===== src/rtl/hbb_pkg.sv =====
package hbb_pkg;
    typedef enum logic [1:0] {
        SEL_STAT = 2'd0,
        SEL_DATA = 2'd1,
        SEL_ALO  = 2'd2,
        SEL_AHI  = 2'd3
    } hsel_e;

    typedef enum logic {
        SQ_IDLE = 1'b0,
        SQ_BUS  = 1'b1
    } sq_e;
endpackage


===== src/rtl/hbb_regs.sv =====
module hbb_regs
    import hbb_pkg::*;
#(
    parameter int AW = 24,
    parameter int DW = 16
) (
    input  logic          clk,
    input  logic          rst_n,
    input  logic [1:0]    h_sel,
    input  logic          h_wr,
    input  logic [DW-1:0] h_din,
    input  logic          busy,
    output logic [AW-1:0] addr,
    output logic [DW-1:0] wdata,
    output logic          byte_mode,
    output logic          rd_dir,
    output logic          start
);
    localparam int HI_W = AW - DW;

    typedef struct packed {
        logic [DW-1:0]   alo;
        logic [HI_W-1:0] ahi;
        logic [DW-1:0]   wd;
        logic            bm;
        logic            rd;
    } regs_t;

    regs_t r_d, r_q;
    logic  wr_ok;

    always_comb begin
        r_d   = r_q;
        wr_ok = h_wr && !busy;
        start = 1'b0;
        if (wr_ok) begin
            unique case (hsel_e'(h_sel))
                SEL_STAT: begin
                    r_d.bm = h_din[0];
                    r_d.rd = h_din[1];
                end
                SEL_DATA: begin
                    r_d.wd = h_din;
                    start  = !r_q.rd;
                end
                SEL_ALO:  r_d.alo = h_din;
                SEL_AHI: begin
                    r_d.ahi = h_din[HI_W-1:0];
                    start   = r_q.rd;
                end
                default: ;
            endcase
        end
    end

    always_ff @(posedge clk or negedge rst_n) begin
        if (!rst_n) r_q <= '0;
        else        r_q <= r_d;
    end

    assign addr      = {r_q.ahi, r_q.alo};
    assign wdata     = r_q.wd;
    assign byte_mode = r_q.bm;
    assign rd_dir    = r_q.rd;


    busy_write_ignored_chk: assert property (@(posedge clk) disable iff (!rst_n)
        (busy && h_wr) |=> $stable(r_q));
endmodule


===== src/rtl/hbb_lanes.sv =====
module hbb_lanes #(
    parameter int DW = 16
) (
    input  logic          active,
    input  logic          addr0,
    input  logic          byte_mode,
    input  logic [DW-1:0] wdata,
    input  logic [DW-1:0] bus_din,
    output logic          uds_n,
    output logic          lds_n,
    output logic [DW-1:0] bus_dout,
    output logic [DW-1:0] rd_steer
);
    localparam int HB = DW / 2;

    logic use_u, use_l;

    always_comb begin
        if (!byte_mode) begin
            use_u    = 1'b1;
            use_l    = 1'b1;
            bus_dout = wdata;
            rd_steer = bus_din;
        end else if (!addr0) begin
            use_u    = 1'b1;
            use_l    = 1'b0;
            bus_dout = {wdata[HB-1:0], wdata[HB-1:0]};
            rd_steer = {{HB{1'b0}}, bus_din[DW-1:HB]};
        end else begin
            use_u    = 1'b0;
            use_l    = 1'b1;
            bus_dout = {{HB{1'b0}}, wdata[HB-1:0]};
            rd_steer = {{HB{1'b0}}, bus_din[HB-1:0]};
        end
        uds_n = !(active && use_u);
        lds_n = !(active && use_l);
    end
endmodule


===== src/rtl/hbb_seq.sv =====
module hbb_seq
    import hbb_pkg::*;
#(
    parameter int DW      = 16,
    parameter int TMO_CYC = 1024
) (
    input  logic          clk,
    input  logic          rst_n,
    input  logic          start,
    input  logic          rd_dir,
    input  logic          dtack_n,
    input  logic [DW-1:0] rd_in,
    output logic          active,
    output logic [DW-1:0] rdata,
    output logic          tmo_err
);
    localparam int CW = $clog2(TMO_CYC + 1);
    localparam logic [CW-1:0] LAST = CW'(TMO_CYC - 1);

    typedef struct packed {
        sq_e           st;
        logic [CW-1:0] cnt;
        logic [DW-1:0] rdat;
        logic          err;
    } seq_t;

    seq_t s_d, s_q;

    always_comb begin
        s_d = s_q;
        unique case (s_q.st)
            SQ_IDLE: begin
                if (start) begin
                    s_d.st  = SQ_BUS;
                    s_d.cnt = '0;
                    s_d.err = 1'b0;
                end
            end
            SQ_BUS: begin
                if (!dtack_n) begin
                    s_d.st = SQ_IDLE;
                    if (rd_dir) s_d.rdat = rd_in;
                end else if (s_q.cnt == LAST) begin
                    s_d.st  = SQ_IDLE;
                    s_d.err = 1'b1;
                end else begin
                    s_d.cnt = s_q.cnt + 1'b1;
                end
            end
            default: s_d.st = SQ_IDLE;
        endcase
    end

    always_ff @(posedge clk or negedge rst_n) begin
        if (!rst_n) s_q <= '{st: SQ_IDLE, cnt: '0, rdat: '0, err: 1'b0};
        else        s_q <= s_d;
    end

    assign active  = (s_q.st == SQ_BUS);
    assign rdata   = s_q.rdat;
    assign tmo_err = s_q.err;


    start_launch_chk: assert property (@(posedge clk) disable iff (!rst_n)
        (start && !active) |=> active);

    ack_ends_chk: assert property (@(posedge clk) disable iff (!rst_n)
        (active && !dtack_n) |=> !active);

    wait_bound_chk: assert property (@(posedge clk) disable iff (!rst_n)
        active |-> (s_q.cnt < CW'(TMO_CYC)));
endmodule


===== src/rtl/hbus_bridge.sv =====
module hbus_bridge
    import hbb_pkg::*;
#(
    parameter int AW      = 24,
    parameter int DW      = 16,
    parameter int IPL_W   = 3,
    parameter int TMO_CYC = 1024
) (
    input  logic          clk,
    input  logic          rst_n,
    input  logic [1:0]    h_sel,
    input  logic          h_wr,
    input  logic          h_rd,
    input  logic [DW-1:0] h_din,
    output logic [DW-1:0] h_dout,
    output logic          h_dout_oe,
    output logic          h_busy,
    output logic          h_irq_n,
    input  logic [IPL_W-1:0] ipl_n,
    output logic [AW-1:0] bus_addr,
    output logic [DW-1:0] bus_dout,
    input  logic [DW-1:0] bus_din,
    output logic          bus_as_n,
    output logic          bus_uds_n,
    output logic          bus_lds_n,
    output logic          bus_rw,
    input  logic          bus_dtack_n
);
    localparam int HI_W = AW - DW;

    logic [AW-1:0] addr;
    logic [DW-1:0] wdata, rdata, rd_steer, status;
    logic          byte_mode, rd_dir, start, active, tmo_err;
    logic [IPL_W-1:0] lvl_d, lvl_q;

    hbb_regs #(.AW(AW), .DW(DW)) u_regs (
        .clk(clk), .rst_n(rst_n), .h_sel(h_sel), .h_wr(h_wr), .h_din(h_din),
        .busy(active), .addr(addr), .wdata(wdata), .byte_mode(byte_mode),
        .rd_dir(rd_dir), .start(start)
    );

    hbb_lanes #(.DW(DW)) u_lanes (
        .active(active), .addr0(addr[0]), .byte_mode(byte_mode),
        .wdata(wdata), .bus_din(bus_din), .uds_n(bus_uds_n),
        .lds_n(bus_lds_n), .bus_dout(bus_dout), .rd_steer(rd_steer)
    );

    hbb_seq #(.DW(DW), .TMO_CYC(TMO_CYC)) u_seq (
        .clk(clk), .rst_n(rst_n), .start(start), .rd_dir(rd_dir),
        .dtack_n(bus_dtack_n), .rd_in(rd_steer), .active(active),
        .rdata(rdata), .tmo_err(tmo_err)
    );

    always_comb lvl_d = ~ipl_n;

    always_ff @(posedge clk or negedge rst_n) begin
        if (!rst_n) lvl_q <= '0;
        else        lvl_q <= lvl_d;
    end

    always_comb begin
        status = '0;
        status[0] = byte_mode;
        status[1] = rd_dir;
        status[2] = tmo_err;
        status[3] = active;
        status[DW-1 -: IPL_W] = lvl_q;
    end

    always_comb begin
        h_dout = '0;
        if (h_rd) begin
            unique case (hsel_e'(h_sel))
                SEL_STAT: h_dout = status;
                SEL_DATA: h_dout = rdata;
                SEL_ALO:  h_dout = addr[DW-1:0];
                SEL_AHI:  h_dout = DW'(addr[AW-1 -: HI_W]);
                default:  h_dout = '0;
            endcase
        end
    end

    assign h_dout_oe = h_rd;
    assign h_busy    = active;
    assign h_irq_n   = (lvl_q == '0);
    assign bus_addr  = addr;
    assign bus_as_n  = !active;
    assign bus_rw    = active ? rd_dir : 1'b1;


    byte_one_strobe_chk: assert property (@(posedge clk) disable iff (!rst_n)
        (active && byte_mode) |-> ($countones({bus_uds_n, bus_lds_n}) == 1));

    irq_flag_chk: assert property (@(posedge clk) disable iff (!rst_n)
        (h_irq_n == (h_dout_oe && hsel_e'(h_sel) == SEL_STAT ?
                     (h_dout[DW-1 -: IPL_W] == '0) : h_irq_n)));
endmodule


===== config.mk =====
export PLATFORM = sky130hd
export DESIGN_NAME = hbus_bridge
export DESIGN_NICKNAME = d
export VERILOG_FILES = /design/src/rtl/hbb_pkg.sv /design/src/rtl/hbb_regs.sv /design/src/rtl/hbb_lanes.sv /design/src/rtl/hbb_seq.sv /design/src/rtl/hbus_bridge.sv
export SDC_FILE = /design/constraint.sdc
export NUM_CORES = 1
export LEC_CHECK = 0
export BUFFER_PORTS_ARGS = -buffer_cell sky130_fd_sc_hd__buf_2
export CORE_ASPECT_RATIO = 0.75
export CORE_MARGIN = 1.5
export CORE_UTILIZATION = 42
export DETAILED_ROUTE_END_ITERATION = 16
export PLACE_DENSITY = 0.67
export SETUP_SLACK_MARGIN = 0.1
export SLEW_MARGIN = 20
export SYNTH_ARGS = -nofsm -noshare
export SYNTH_HDL_FRONTEND = slang
export SYNTH_SLANG_ARGS = --single-unit

===== constraint.sdc =====
create_clock -name clk -period 2.45 [get_ports clk]
set_input_delay 0.3675 -clock clk [delete_from_list [all_inputs] [get_ports clk]]
set_output_delay 0.3675 -clock clk [all_outputs]
set_load 0.03 [all_outputs]

==> reports/metrics.cfg, run 1 <==
[outcome]
status = finished clean

[pwr]
irDropWorstVdd_mv = 0.555
p_per_area_nw_per_um2 = 1090
p_leak_uw = 0.00220

[finish]
multi_input_area_sq_um = 1660
register_area_sq_um = 1850
fin_util_pct = 54.2
fillers = 761
area_delta_synth_final_pct = 24.5
drive_gt1_share_pct = 40.5
nets = 480
n_antenna_cell = 0
fin_area_sq_um = 4620

[yosys]
yosysMostFrequentCell = dfrtp_1
synth_common_cells = 74 x dfrtp_1, 47 x nand2_1, 38 x mux2_2
ys.flop_type = dfrtp_1
yosys-top-cells-area = dfrtp_1 50%, mux2_2 12%, o21ai_0 5.0%
syn_inst = 345
syn_area_sq_um = 3710
netlist.top_cell.by_area = dfrtp_1
syn_nets = 388
synth.top_cell.area_share_pct = 49.9
async_flop_share_pct = 100
yosysWarnings = 0
avgSynthCellArea_sq_um = 10.8
ys_types = 46
synth_edf_count = 0
ys_ff_latch = 74
yosysSeqAreaShare_pct = 49.9

[route]
ant_nets = 0
drtIter0Drc = 224
wl_per_cell_um = 17.3
vias = 2926
first_pass_iters = 4
wl_um = 9500
drc_errors = 0
via_per_inst = 5.32

[floorplan]
core_area_sq_um = 8530
die-width_um = 112
num_rows = 29
io_pins = 105
dieArea_sq_um = 9420
initial_core_util_pct = 43.5
die_h_um = 84.4

[sta]
hold_viol = 0
maxSlewViolCount = 0
post-route-period-util_pct = 92.3
fmax_mhz = 442
final.min_clock_period_ns = 2.26
rsz0062_at_grt = false
finalSetupViolCount = 0
slew_headroom_pct = 38.8
tns_ns = 0
worst-slew-pin-transition_ns = 0.918
skew_ns = 0.00614

[worst_setup_path]
reg2reg_slack_ns = 0.55
slowest_stage = dfrtp_1
r2r-end = u_seq.s_q[22]$_DFFE_PN0P_
r2r_start = u_seq.s_q[17]$_DFFE_PN0P_
cp_top_family = flip-flops
cp-start-kind = register
ff2ff_path_depth = 6
critPathKind = reg -> out
critical_path.cell_chain = buf_4 > mux4_2 > and2_1 > buf_2
cp_data_arrival_time_ns = 1.89
cp_slowest_stage_delay_ns = 0.52
worst_ep_required_time_ns = 2.08
path_buf_inv = 2
cp_max_fo = 12
end_kind = output pin

[grt]
grt.overflow.total = 0
track_usage_pct = 20.7
grt_pass1_wl_um = 15200
grt_pass1_vias = 2827
antenna_found_initial = 0
grt_max_degree = 75

[placement]
place_congestion = 0.877
placed_area_sq_um = 4270
dp_hpwl_um = 7030
portBuffers = 104

[hold_path]
min_path_cells = 2
hp-start = ipl_n[2]
hold_path.class = in -> reg
whs_endpoint = lvl_q[2]$_DFF_PN0_

[clocking]
postCtsSetupBuffers = 0
cts.sinks = 74
cts_made_buffers = 9
clkLatencyLatePin_ns = 0.33
htreeDepth = 3
ctsRootBufferMaster = clkbuf_16
cts_tree = done
path_clk_slew_ns = 0.06
clockBufferDepth = 2

[run]
maxCapViolCount = 0

[final cells by class]
cell class / instances / share of cell area [%]
tap: 108 / 2.92
timing repair buffer: 111 / 12.5
clock inverter: 6 / 2.49
multi-input combinational: 226 / 35.9
sequential: 74 / 40.1
inverter: 15 / 1.22
clock buffer: 10 / 4.96
[timing repair]
item,CTS,global route
resized for setup,0,1
hold buffers,0,0
setup endpoints to repair,0,5
[routing by layer]
metal | wire (um) | part of all wire [%] | vias to the layer above | GRT usage (%)
li1 | - | - | 1376 | -
met1 | 4570 | 48 | 1457 | 29.9
met2 | 4350 | 46 | 81 | 31.8
met3 | 467 | 4.9 | 12 | 4.48
met4 | 106 | 1.1 | 0 | 5.52
met5 | 0 | 0 | - | 0
[worst max path at each step]
stage	startpoint	endpoint	slack [ns]	depth (start not counted)
floorplan	h_sel[1]	h_dout[10]	0.58	5
global placement	h_sel[1]	h_dout[14]	0.41	6
detailed placement	h_sel[0]	h_dout[4]	0.32	5
CTS	u_regs.byte_mode$_DFFE_PN0P_	h_dout[0]	0.17	4
global route	u_regs.byte_mode$_DFFE_PN0P_	h_dout[0]	0.11	4
finish	u_regs.byte_mode$_DFFE_PN0P_	h_dout[0]	0.19	4
[metrics by stage]
step / setup slack [ns] / hold WS [ns] / power (uW) / instances
CTS: 0.166 / 0.159 / 5060 / 550
global route: 0.111 / 0.164 / 5260 / 550
detailed placement: 0.320 / 0.485 / 3530 / 534
finish: 0.189 / 0.165 / 5020 / 550
floorplan: 0.584 / 0.0719 / 3000 / 345
global placement: 0.413 / 0.463 / 3480 / 534
[registers in the layout, indices dropped and copies added, names as in the netlist]
signal            count
u_regs.addr          24
u_seq.tmo_err         1
u_seq.s_q            11
u_seq.active          1
lvl_q                 3
u_regs.byte_mode      1
u_regs.rd_dir         1
u_regs.wdata         16
u_seq.rdata          16
[power breakdown]
group / internal, uW / switching (uW)
combinational: 592 / 1010
sequential: 1570 / 334
clock: 998 / 515
total: 3160 / 1860
[cell usage in the layout (no fill, tap or decap), types with 3 or more instances in the layout]
cell type  count
buf_2        103
dfrtp_1       74
nand2_1       47
mux2_2        38
o21ai_0       37
inv_1         14
nor2b_1       12
mux2i_1       11
nand2b_1      10
a22oi_1        9
nand3_1        9
clkbuf_16      9
and2_1         8
buf_4          8
nor3_1         5
mux4_2         4
a21oi_1        3
bufinv_16      3
[logic make-up after synthesis]
family / Yosys count / share of synthesized area (%)
AO/OA/AOI/OAI: 64 / 11.5
XOR/XNOR: 3 / 0.708
adder cells (fa/ha/maj): 1 / 0.337
buffers and inverters: 45 / 5.93
flip-flops: 74 / 49.9
multiplexers: 53 / 16.9
AND/OR/NAND/NOR: 105 / 14.7
No activity file was read; power rests on OpenSTA's default activity.
==> run 2: changes to the inputs <==
--- a/config.mk
+++ b/config.mk
@@ -8,9 +8,8 @@
 export BUFFER_PORTS_ARGS = -buffer_cell sky130_fd_sc_hd__buf_2
 export CORE_ASPECT_RATIO = 0.75
 export CORE_MARGIN = 1.5
-export CORE_UTILIZATION = 42
+export CORE_UTILIZATION = 40
 export DETAILED_ROUTE_END_ITERATION = 16
-export PLACE_DENSITY = 0.67
 export SETUP_SLACK_MARGIN = 0.1
 export SLEW_MARGIN = 20
 export SYNTH_ARGS = -nofsm -noshare
==> reports/metrics.cfg, run 2 (synthesis gave the netlist of run 1 again) <==
[floorplan]
die_h_um = 86.4  ; was 84.4 um
io_pins = 105  ; unchanged
die-width_um = 114  ; was 112 um
initial_core_util_pct = 41.0  ; was 43.5%
core_area_sq_um = 9050  ; was 8530 sq um
num_rows = 30  ; was 29
dieArea_sq_um = 9870  ; was 9420 sq um

[outcome]
status = finished clean  ; unchanged

[sta]
hold_slack_ns = 0.0605  ; was 0.165 ns
slew_headroom_pct = 55.6  ; was 38.8%
rsz0062_at_grt = false  ; unchanged
finalSetupViolCount = 0  ; unchanged
fmax_mhz = 463  ; was 442 MHz
skew_ns = 0.00651  ; was 0.00614 ns
final.min_clock_period_ns = 2.16  ; was 2.26 ns
maxSlewViolCount = 0  ; unchanged
tns_ns = 0  ; unchanged
worst-slew-pin-transition_ns = 0.666  ; was 0.918 ns
post-route-period-util_pct = 88.2  ; was 92.3%
hold_viol = 0  ; unchanged

[pwr]
p_total_uw = 4870  ; was 5020 uW
pwr-share-clk_pct = 28.3  ; was 30.1%
irDropWorstVdd_mv = 0.433  ; was 0.555 mV
p_int_uw = 2990  ; was 3160 uW
p_per_area_nw_per_um2 = 1050  ; was 1090 nW/um^2
switching_share_pct = 38.6  ; was 37.0%
p_comb_share_pct = 32.7  ; was 31.9%
power_frac_seq_pct = 39.0  ; was 38.0%
p_leak_uw = 0.00219  ; was 0.00220 uW
p_switching_uw = 1880  ; was 1860 uW

[grt]
antenna_found_initial = 1  ; was 0
grt.overflow.total = 0  ; unchanged
met3_usage_pct = 4.06  ; was 4.48%
gr-usage-met1_pct = 31.0  ; was 29.9%
track_usage_pct = 20.2  ; was 20.7%
grt_max_degree = 51  ; was 75
grt_use_met2_pct = 28.4  ; was 31.8%
grt_pass1_vias = 2722  ; was 2827
grt_pass1_wl_um = 15000  ; was 15200 um
busiest_layer = met1  ; was met2

[clocking]
clkLatencyLatePin_ns = 0.34  ; was 0.33 ns
clockBufferDepth = 2  ; unchanged
cts_tree = done  ; unchanged
cts.sinks = 74  ; unchanged
path_clk_slew_ns = 0.06  ; about the same
ctsRootBufferMaster = clkbuf_16  ; unchanged
postCtsSetupBuffers = 0  ; unchanged
cts_made_buffers = 9  ; unchanged
htreeDepth = 3  ; unchanged

[route]
wl_per_cell_um = 16.6  ; was 17.3 um
first_pass_iters = 5  ; was 4
wl_um = 9450  ; was 9500 um
ant_nets = 0  ; unchanged
via_per_inst = 5.03  ; was 5.32
vias = 2869  ; was 2926
drtIter0Drc = 164  ; was 224
drc_errors = 0  ; unchanged

[worst_setup_path]
end_kind = output pin  ; unchanged
cp-start-kind = register  ; unchanged
reg2reg_slack_ns = 0.53  ; was 0.55 ns
cp_max_fo = 15  ; was 12
r2r-end = u_regs.wdata[5]$_DFFE_PN0P_  ; was u_seq.s_q[22]$_DFFE_PN0P_
critPathKind = reg -> out  ; unchanged
r2r_start = u_seq.active$_DFF_PN0_  ; was u_seq.s_q[17]$_DFFE_PN0P_
ff2ff_path_depth = 4  ; was 6
cp_data_arrival_time_ns = 1.79  ; was 1.89 ns
worst_ep_required_time_ns = 2.08  ; about the same

[finish]
area_delta_synth_final_pct = 24.6  ; was 24.5%
fin_util_pct = 51.1  ; was 54.2%
nets = 480  ; unchanged
n_antenna_cell = 0  ; unchanged
final_cell_mix = 103 x buf_2, 74 x dfrtp_1, 47 x nand2_1, 38 x mux2_2, 37 x o21ai_0  ; unchanged
largest_reg_flops = 24  ; unchanged
final_common_cell = buf_2  ; unchanged
drive_gt1_share_pct = 40.7  ; was 40.5%

[placement]
portBuffers = 104  ; unchanged
place_congestion = 0.813  ; was 0.877
dp_hpwl_um = 6950  ; was 7030 um

[hold_path]
hold_path.class = in -> async  ; was in -> reg

[run]
maxCapViolCount = 0  ; unchanged

[run 2: changes by cell type in the layout (fill, tap and decap cells not counted), sizes merged]
cell | before | now
bufinv | 3 | 1
inv | 15 | 18
clkinvlp | 1 | 2
clkinv | 2 | 0
[run 2: worst max-delay path: stages, from the launching register on]
cell	delay (ns)
dfrtp_1	0.59
mux4_2	0.52
and2_1	0.17
buf_2	0.18
[run 2: layout make-up]
cell class | instances | area, sq um
clock buffers | 10 | 239
well taps | 128 | 160
flip-flops and latches | 74 | 1850
fillers | 836 | 4420
clock inverters | 6 | 71.3
multi-input cells | 226 | 1660
inverters | 15 | 56.3
repair buffers | 111 | 588
[run 2: power groups by stage]
| stage | clock network [uW] | registers [uW] | logic (uW) |
|---|---|---|---|
| after CTS | 1400 | 1900 | 1610 |
| after global placement | 0 | 1910 | 1580 |
| after global routing | 1450 | 1950 | 1740 |
| after floorplan | 0 | 2000 | 997 |
| final | 1380 | 1900 | 1590 |
| after detailed placement | 0 | 1920 | 1600 |
[run 2: worst max path at each step]
| stage | cells after the start | to | from | slack (ns) |
|---|---|---|---|---|
| 4_1_cts | 4 | bus_dout[9] | u_regs.byte_mode$_DFFE_PN0P_ | 0.11 |
| 5_1_grt | 4 | bus_dout[9] | u_regs.byte_mode$_DFFE_PN0P_ | 0.13 |
| 2_1_floorplan | 5 | h_dout[10] | h_sel[1] | 0.58 |
| 6_report | 3 | h_dout[3] | u_seq.active$_DFF_PN0_ | 0.29 |
| 3_5_place_dp | 5 | h_dout[11] | h_sel[1] | 0.32 |
| 3_3_place_gp | 5 | h_dout[11] | h_sel[1] | 0.34 |
[run 2: through the flow]
stage | setup slack (ns) | instances | area [sq um]
2_1_floorplan | 0.584 | 345 | 3710
3_5_place_dp | 0.317 | 554 | 4310
6_report | 0.289 | 570 | 4620
4_1_cts | 0.111 | 570 | 4620
5_1_grt | 0.131 | 570 | 4620
3_3_place_gp | 0.341 | 554 | 4310
[run 2: timing repair]
action | in CTS | in global routing
hold buffers | 0 | 0
resized for setup | 0 | 1
endpoints found under the setup margin | 0 | 7
hold endpoints to repair | 0 | 0
[run 2: per-layer routing]
layer	vias to the layer above	routed length, um
met4	0	138
met3	12	368
met5	-	0
met2	70	3990
li1	1380	-
met1	1407	4950
